===== config.mk =====
export PLATFORM = sky130hd
export DESIGN_NAME = pbdiv_top
export DESIGN_NICKNAME = d
export VERILOG_FILES = /design/src/rtl/pbdiv_pkg.sv /design/src/rtl/pbdiv_regs.sv /design/src/rtl/pbdiv_counter.sv /design/src/rtl/pbdiv_top.sv
export SDC_FILE = /design/constraint.sdc
export NUM_CORES = 1
export LEC_CHECK = 0
export BUFFER_PORTS_ARGS = -buffer_cell sky130_fd_sc_hd__buf_2
export CORE_UTILIZATION = 46
export DETAILED_ROUTE_END_ITERATION = 7
export GPL_TIMING_DRIVEN = 0
export PLACE_DENSITY = 0.8
export SETUP_SLACK_MARGIN = 0.05
export SKIP_LAST_GASP = 1
export SLEW_MARGIN = 5
export SYNTH_ARGS = -nofsm -noshare
export SYNTH_HDL_FRONTEND = slang
export SYNTH_SLANG_ARGS = --single-unit

===== constraint.sdc =====
create_clock -name clk -period 2.02 [get_ports clk]
set_input_delay 0.202 -clock clk [delete_from_list [all_inputs] [get_ports clk]]
set_output_delay 0.202 -clock clk [all_outputs]
set_load 0.1 [all_outputs]

===== src/rtl/pbdiv_pkg.sv =====
// Package: shared write-view encoding and register bit positions for the
// peripheral clock-enable divider. Assumes a 32-bit control register.
package pbdiv_pkg;
    typedef enum logic [1:0] {
        VIEW_PLAIN = 2'd0,
        VIEW_SET   = 2'd1,
        VIEW_CLR   = 2'd2,
        VIEW_NONE  = 2'd3
    } wr_view_e;

    localparam int REG_W   = 32;
    localparam int GATE_POS = 15;
    localparam int RDY_POS  = 11;
endpackage


===== src/rtl/pbdiv_regs.sv =====
// Module: control register with plain/set/clear write views and the
// divisor-change handshake. Assumes chg_done_i pulses for one cycle at the
// end of a counter period; a pending change is never overwritten.
module pbdiv_regs
    import pbdiv_pkg::*;
#(
    parameter int DIV_W = 7
) (
    input  logic             clk,
    input  logic             rst_n,
    input  logic             sys_unlock_i,
    input  logic             wr_en_i,
    input  logic [1:0]       wr_addr_i,
    input  logic [REG_W-1:0] wr_data_i,
    input  logic             chg_done_i,
    output logic [DIV_W-1:0] field_o,
    output logic             gate_o,
    output logic             pend_o
);
    logic [DIV_W-1:0] field_q, field_nx;
    logic             gate_q, gate_nx;
    logic             pend_q;
    logic             field_take;

    // Compute the candidate field and gate from the selected write view.
    always_comb begin
        field_nx = field_q;
        gate_nx  = gate_q;
        unique case (wr_view_e'(wr_addr_i))
            VIEW_PLAIN: begin
                field_nx = wr_data_i[DIV_W-1:0];
                gate_nx  = wr_data_i[GATE_POS];
            end
            VIEW_SET: begin
                field_nx = field_q | wr_data_i[DIV_W-1:0];
                gate_nx  = gate_q | wr_data_i[GATE_POS];
            end
            VIEW_CLR: begin
                field_nx = field_q & ~wr_data_i[DIV_W-1:0];
                gate_nx  = gate_q & ~wr_data_i[GATE_POS];
            end
            default: begin
                field_nx = field_q;
                gate_nx  = gate_q;
            end
        endcase
    end

    // A divisor change is taken only when unlocked and no change is pending.
    assign field_take = wr_en_i && sys_unlock_i && !pend_q && (field_nx != field_q);

    // Update gate, divisor field and the pending flag.
    always_ff @(posedge clk) begin
        if (!rst_n) begin
            field_q <= '0;
            gate_q  <= 1'b1;
            pend_q  <= 1'b0;
        end else begin
            if (wr_en_i) gate_q <= gate_nx;
            if (field_take) begin
                field_q <= field_nx;
                pend_q  <= 1'b1;
            end else if (chg_done_i) begin
                pend_q  <= 1'b0;
            end
        end
    end

    assign field_o = field_q;
    assign gate_o  = gate_q;
    assign pend_o  = pend_q;
endmodule


===== src/rtl/pbdiv_counter.sv =====
// Module: period counter. Counts 0..active divisor and flags the last cycle
// of each period; a pending divisor is loaded only on that last cycle, so
// no period is ever cut short. Assumes field_i is stable while pend_i is high.
module pbdiv_counter #(
    parameter int DIV_W = 7
) (
    input  logic             clk,
    input  logic             rst_n,
    input  logic [DIV_W-1:0] field_i,
    input  logic             pend_i,
    output logic             last_o,
    output logic             load_o
);
    logic [DIV_W-1:0] cnt_q;
    logic [DIV_W-1:0] act_q;

    assign last_o = (cnt_q == act_q);
    assign load_o = last_o && pend_i;

    // Advance the counter, wrapping and loading a new ratio at period end.
    always_ff @(posedge clk) begin
        if (!rst_n) begin
            cnt_q <= '0;
            act_q <= '0;
        end else if (last_o) begin
            cnt_q <= '0;
            if (pend_i) act_q <= field_i;
        end else begin
            cnt_q <= cnt_q + 1'b1;
        end
    end
endmodule


===== src/rtl/pbdiv_top.sv =====
// Module: peripheral bus clock-enable divider top. Joins the control
// register to the period counter, gates the pulse and assembles readback.
// Assumes a single clock domain and synchronous active-low reset.
module pbdiv_top
    import pbdiv_pkg::*;
#(
    parameter int DIV_W = 7
) (
    input  logic             clk,
    input  logic             rst_n,
    input  logic             sys_unlock_i,
    input  logic             wr_en_i,
    input  logic [1:0]       wr_addr_i,
    input  logic [31:0]      wr_data_i,
    output logic [31:0]      rd_data_o,
    output logic             clk_en_o
);
    logic [DIV_W-1:0] field;
    logic             gate;
    logic             pend;
    logic             last;
    logic             load;

    pbdiv_regs #(.DIV_W(DIV_W)) u_regs (
        .clk         (clk),
        .rst_n       (rst_n),
        .sys_unlock_i(sys_unlock_i),
        .wr_en_i     (wr_en_i),
        .wr_addr_i   (wr_addr_i),
        .wr_data_i   (wr_data_i),
        .chg_done_i  (load),
        .field_o     (field),
        .gate_o      (gate),
        .pend_o      (pend)
    );

    pbdiv_counter #(.DIV_W(DIV_W)) u_cnt (
        .clk    (clk),
        .rst_n  (rst_n),
        .field_i(field),
        .pend_i (pend),
        .last_o (last),
        .load_o (load)
    );

    // Gate the period-end pulse and build the readback word.
    always_comb begin
        clk_en_o                 = last && gate;
        rd_data_o                = '0;
        rd_data_o[DIV_W-1:0]     = field;
        rd_data_o[RDY_POS]       = !pend;
        rd_data_o[GATE_POS]      = gate;
    end
endmodule


==> results of run 1 <==
==> routing by layer <==
metal | up-vias | part of all wire [%]
met5 | - | 0
li1 | 626 | -
met2 | 42 | 44
met1 | 525 | 50
met4 | 0 | 1.3
met3 | 4 | 5.2
==> cell families (layout without fill, tap and decap cells) <==
| kind of cell | after synthesis | count (layout) | synth area share [%] |
|---|---|---|---|
| AOI/OAI and AO/OA | 25 | 25 | 12.8 |
| other | 1 | 23 | 0.259 |
| adders and majority gates | 5 | 5 | 4.32 |
| and+or+nand+nor | 47 | 47 | 17.5 |
| DFF | 23 | 23 | 31.8 |
| buffers and inverters | 38 | 65 | 16.4 |
| muxes | 14 | 14 | 9.68 |
| xor gates and xnor gates | 12 | 12 | 7.26 |
==> cell type report <==
cell class / count / share of cell area (%)
inverter: 10 / 2.10
sequential: 23 / 26.6
multi-input combinational: 126 / 48.5
tap: 42 / 2.94
timing repair buffer: 23 / 7.27
buffer: 28 / 11.2
clock buffer: 4 / 1.47
==> Yosys cell counts (2+ instances only) <==
cell type | n | area share [%]
a2111o_1 | 2 | 1.6
nand2_1 | 4 | 1.0
mux2i_1 | 14 | 9.7
o21ai_0 | 3 | 1.0
a31oi_1 | 5 | 2.2
nor2_1 | 16 | 4.1
inv_1 | 10 | 2.6
a311oi_1 | 5 | 3.0
nor2_2 | 2 | 0.86
nor2b_1 | 5 | 2.2
xor2_1 | 5 | 3.0
and3_1 | 4 | 1.7
clkbuf_1 | 2 | 0.52
a21oi_1 | 4 | 1.4
nand3_1 | 8 | 2.8
nand2b_1 | 2 | 0.86
xnor2_1 | 7 | 4.2
dfxtp_1 | 23 | 32
ha_1 | 5 | 4.3
buf_4 | 25 | 13
==> worst max-delay path: stages (launching register included) <==
cell and delay [ns]:
dfxtp_1 0.39, xnor2_2 0.13, nand4_1 0.16, nor4_4 0.31
and2_4 0.21, buf_12 0.16
==> through the flow <==
stage	instance area [µm²]	TNS, ns	hold slack, ns
after global placement	1710	0	0.406
after global routing	1790	0	0.0818
after CTS	1740	0	0.0843
final	1790	0	0.0859
after detailed placement	1710	-0.0794	0.407
after floorplan	1540	0	0.274
==> power by group <==
part	switching (mW)	internal, mW
Clock	0.131	0.0772
Combinational	0.341	0.104
Sequential	0.00925	0.462
Total	0.481	0.642
==> flip-flops by register name, summed over array words and instances, names as in the netlist <==
| name | cells |
|---|---|
| u_cnt.act_q | 7 |
| u_regs.pend_o | 1 |
| u_regs.field_o | 7 |
| u_cnt.cnt_q | 7 |
| u_regs.gate_o | 1 |
==> repair_timing <==
item,CTS,global route
pin swaps,0,1
gates resized for setup,2,11
endpoints found under the hold margin,0,0
setup endpoints to repair,1,6
==> worst paths after layout <==
kind	to	from	slack [ns]
setup reg to reg	u_regs.field_o[6]$_SDFFE_PN0P_	u_regs.field_o[0]$_SDFFE_PN0P_	0.20
hold / removal	u_regs.gate_o$_SDFFE_PN1P_	rst_n	0.09
hold reg to reg	u_cnt.cnt_q[0]$_SDFF_PP0_	u_cnt.cnt_q[0]$_SDFF_PP0_	0.49
setup / recovery	clk_en_o	u_cnt.act_q[5]$_SDFFE_PN0P_	0.14
==> impl_metrics.tcl, run 1 <==
set metrics [dict create \
    drtPass1Iterations 4 \
    grt_pass1_vias 1072 \
    post_cts.repair.setup_buffers 0 \
    synth_cells 165 \
    syn_to_final_growth_pct 23.6 \
    post_drt_wl_per_cell_um 10.8 \
    hp-class "in2reg" \
    layout_commonest_cell "buf_4" \
    hpwl_um 2200 \
    post-route-drc-count 0 \
    avgSynthCellArea_um2 8.77 \
    timing.final.crit_share_pct 93.2 \
    cts_hold_buf 0 \
    ys.flop_type "dfxtp_1" \
    end_kind "output port" \
    insertion_delay_ns 0.31 \
    placed_cells 252 \
    min_path_cells 2 \
    gp_congestion 0.868 \
    grt_max_degree 13 \
    busiest_layer "met2" \
    layout_common_cells "25 x buf_4, 23 x buf_2, 23 x conb_1" \
    syn-cell-area_mm2 0.00145 \
    multiInputGateArea_um2 867 \
    p_leak_nw 0.865 \
    postSynth.asyncResetShare_pct 0 \
    drt_wl_total_um 2770 \
    ctsRootBufferMaster "clkbuf_4" \
    finalSetupViolations 0 \
    antenna_found_initial 0 \
    portBuffers 23 \
    grt_setup_unrepaired "yes" \
    place_ws_ns -0.0389 \
    fp-row-count 19 \
    stdcell_count 256 \
    ys_ff_latch 23 \
    dieArea_mm2 0.00338 \
    drive_gt1_share_pct 33.2 \
    n_fill_cell 264 \
    powerDensity_mw_per_mm2 628 \
    r2r_cells 6 \
    cap_violations 0 \
    worst_clock_skew_ns 0.00820 \
    seq_area_um2 475 \
    path_max_fanout 3 \
    cp_data_required_time_ns 1.82 \
    path_class "reg2out" \
    final_max_slew_viol_count 0 \
    postLayoutCoreUtil_pct 62.2 \
    drt_iter0_markers 32 \
    grt_first_pass_wirelength_um 4640 \
    outcome "completed" \
    cp-start-kind "flip-flop" \
    diodes 0 \
    ant_nets 0 \
    cts_sinks 23 \
    synth-edff-count 0 \
    grtUsageMet1_pct 24.5 \
    ios 71 \
    vias 1197 \
    final_nets 258 \
    yosysSeqAreaShare_pct 31.8 \
    vdd_drop_max_v 0.000410 \
    coreArea_mm2 0.00288 \
    post-route-min-period_ns 1.88 \
    setup_ws_ns 0.138 \
    die_x_um 58.1 \
    vias_per_cell 4.68 \
    ys.warnings.count 0 \
    worstPathArrival_ns 1.68 \
    fmax_mhz 531 \
    grt_overflow 0 \
    met3_usage_pct 4.02 \
    power_mw 1.12 \
    grtUsageTotal_pct 17.6 \
    clkTransAtPathRegs_ns 0.12 \
    die_h_um 58.1 \
    synth.distinct_cells 34 \
    use_met2_pct 27.8 \
    hold_viol 0 \
    cts_tree "done" \
    initial_utilization_pct 50.3 \
    cts_buffers 3 \
    htree_levels 1 \
    clockBufferDepth 2 \
]
No activity file was read; power rests on OpenSTA's default activity.
==> inputs of run 2 (changes only) <==
--- a/config.mk
+++ b/config.mk
@@ -9,6 +9,7 @@
 export CORE_UTILIZATION = 46
 export DETAILED_ROUTE_END_ITERATION = 7
 export GPL_TIMING_DRIVEN = 0
+export MAX_ROUTING_LAYER = met4
 export PLACE_DENSITY = 0.8
 export SETUP_SLACK_MARGIN = 0.05
 export SKIP_LAST_GASP = 1
==> impl_metrics.tcl, run 2 (synthesis gave the netlist of run 1 again) <==
set metrics [dict create \
    portBuffers 23 \
    coreArea_mm2 0.00288 \
    htree_levels 1 \
    timing.final.crit_share_pct 92.4 \
    setup_ws_ns 0.153 \
    clkTransAtPathRegs_ns 0.12 \
    path_class "reg2out" \
    stdcell_count 256 \
    grt_pass1_vias 1070 \
    hold_viol 0 \
    final_nets 258 \
    finalSetupViolations 0 \
    drt_wl_total_um 2770 \
    postLayoutCoreUtil_pct 62.2 \
    antenna_found_initial 0 \
    placed_cells 252 \
    fmax_mhz 536 \
    hold_ws_ns 0.0870 \
    grt_setup_unrepaired "yes" \
    dieArea_mm2 0.00338 \
    place_area_mm2 0.00171 \
    vias_per_cell 4.70 \
    place_ws_ns -0.0389 \
    cap_violations 0 \
    worst_clock_skew_ns 0.00902 \
    powerDensity_mw_per_mm2 627 \
    post-route-min-period_ns 1.87 \
    fin_area_mm2 0.00179 \
    p_leak_nw 0.866 \
    setup_tns_ns 0 \
    hpwl_um 2200 \
    ctsRootBufferMaster "clkbuf_4" \
    cts_hold_buf 0 \
    ios 71 \
    vdd_drop_max_v 0.000409 \
    drive_gt1_share_pct 33.6 \
    grt_max_degree 13 \
    layout_common_cells "25 x buf_4, 23 x buf_2, 23 x conb_1" \
    grt_overflow 0 \
    outcome "completed" \
    gp_congestion 0.883 \
    post_cts.repair.setup_buffers 0 \
    fp-row-count 19 \
    die_h_um 58.1 \
    post_drt_wl_per_cell_um 10.8 \
    ant_nets 0 \
    cts_buffers 3 \
    syn_to_final_growth_pct 23.7 \
    die_x_um 58.1 \
    power_mw 1.12 \
    cts_tree "done" \
    grt_first_pass_wirelength_um 4660 \
    final_max_slew_viol_count 0 \
    end_kind "output port" \
    post-route-drc-count 0 \
    clockBufferDepth 2 \
    cp_data_required_time_ns 1.82 \
    cp-start-kind "flip-flop" \
    vias 1202 \
    drt_iter0_markers 32 \
    diodes 0 \
    initial_utilization_pct 50.3 \
    path_max_fanout 4 \
    multiInputGateArea_um2 867 \
    insertion_delay_ns 0.31 \
    hp-class "in2reg" \
    grtUsageTotal_pct 18.2 \
    seq_area_um2 477 \
    layout_commonest_cell "buf_4" \
    n_fill_cell 263 \
    worstPathArrival_ns 1.66 \
    cts_sinks 23 \
    drtPass1Iterations 4 \
]
run 2: cell types whose count changed in the layout (fill, tap and decap cells not counted):
cell / previous run / this run
dfxtp_1: 13 / 12
dfxtp_2: 9 / 10
run 2: worst paths after layout:
| check | start | end | slack (ns) | cells past startpoint |
|---|---|---|---|---|
| hold reg to reg | u_cnt.cnt_q[0]$_SDFF_PP0_ | u_cnt.cnt_q[0]$_SDFF_PP0_ | 0.49 | 1 |
| setup reg to reg | u_regs.field_o[0]$_SDFFE_PN0P_ | u_regs.field_o[6]$_SDFFE_PN0P_ | 0.20 | 6 |
| setup / recovery | u_cnt.cnt_q[4]$_SDFF_PP0_ | clk_en_o | 0.15 | 5 |
| hold / removal | rst_n | u_regs.gate_o$_SDFFE_PN1P_ | 0.09 | 2 |
run 2: repair_timing:
| action | CTS | global route |
|---|---|---|
| setup endpoints to repair | 1 | 5 |
| pin swaps | 0 | 1 |
| resized for setup | 2 | 12 |
run 2: area by class of cell:
class,count,share of cell area [%]
plain buffers,28,11.2
multi-input cells,126,48.4
repair buffers,23,7.27
flip-flops and latches,23,26.6
inverters,10,2.10
well taps,42,2.94
clock buffers,4,1.47
run 2: report_power, final:
group          switching [mW]  total [mW]  leakage [nW]  internal, mW
clock                   0.131       0.208        0.0150        0.0772
combinational           0.340       0.444         0.659         0.104
sequential            0.00935       0.471         0.192         0.462
run 2: worst max-delay path, cell delays in order (launching register included):
cell and delay (ns):
dfxtp_2 0.39, xnor2_1 0.13, nand4_1 0.15, nor4_4 0.30, and2_4 0.21, buf_12 0.16
run 2: routing by layer:
metal	wire [µm]	part of all wire (%)	vias to the layer above	GRT usage (%)
li1	-	-	627	-
met1	1360	49	523	24.7
met2	1220	44	48	27.8
met3	154	5.6	4	4.02
met4	24	0.87	0	4.08
met5	0	0	-	-
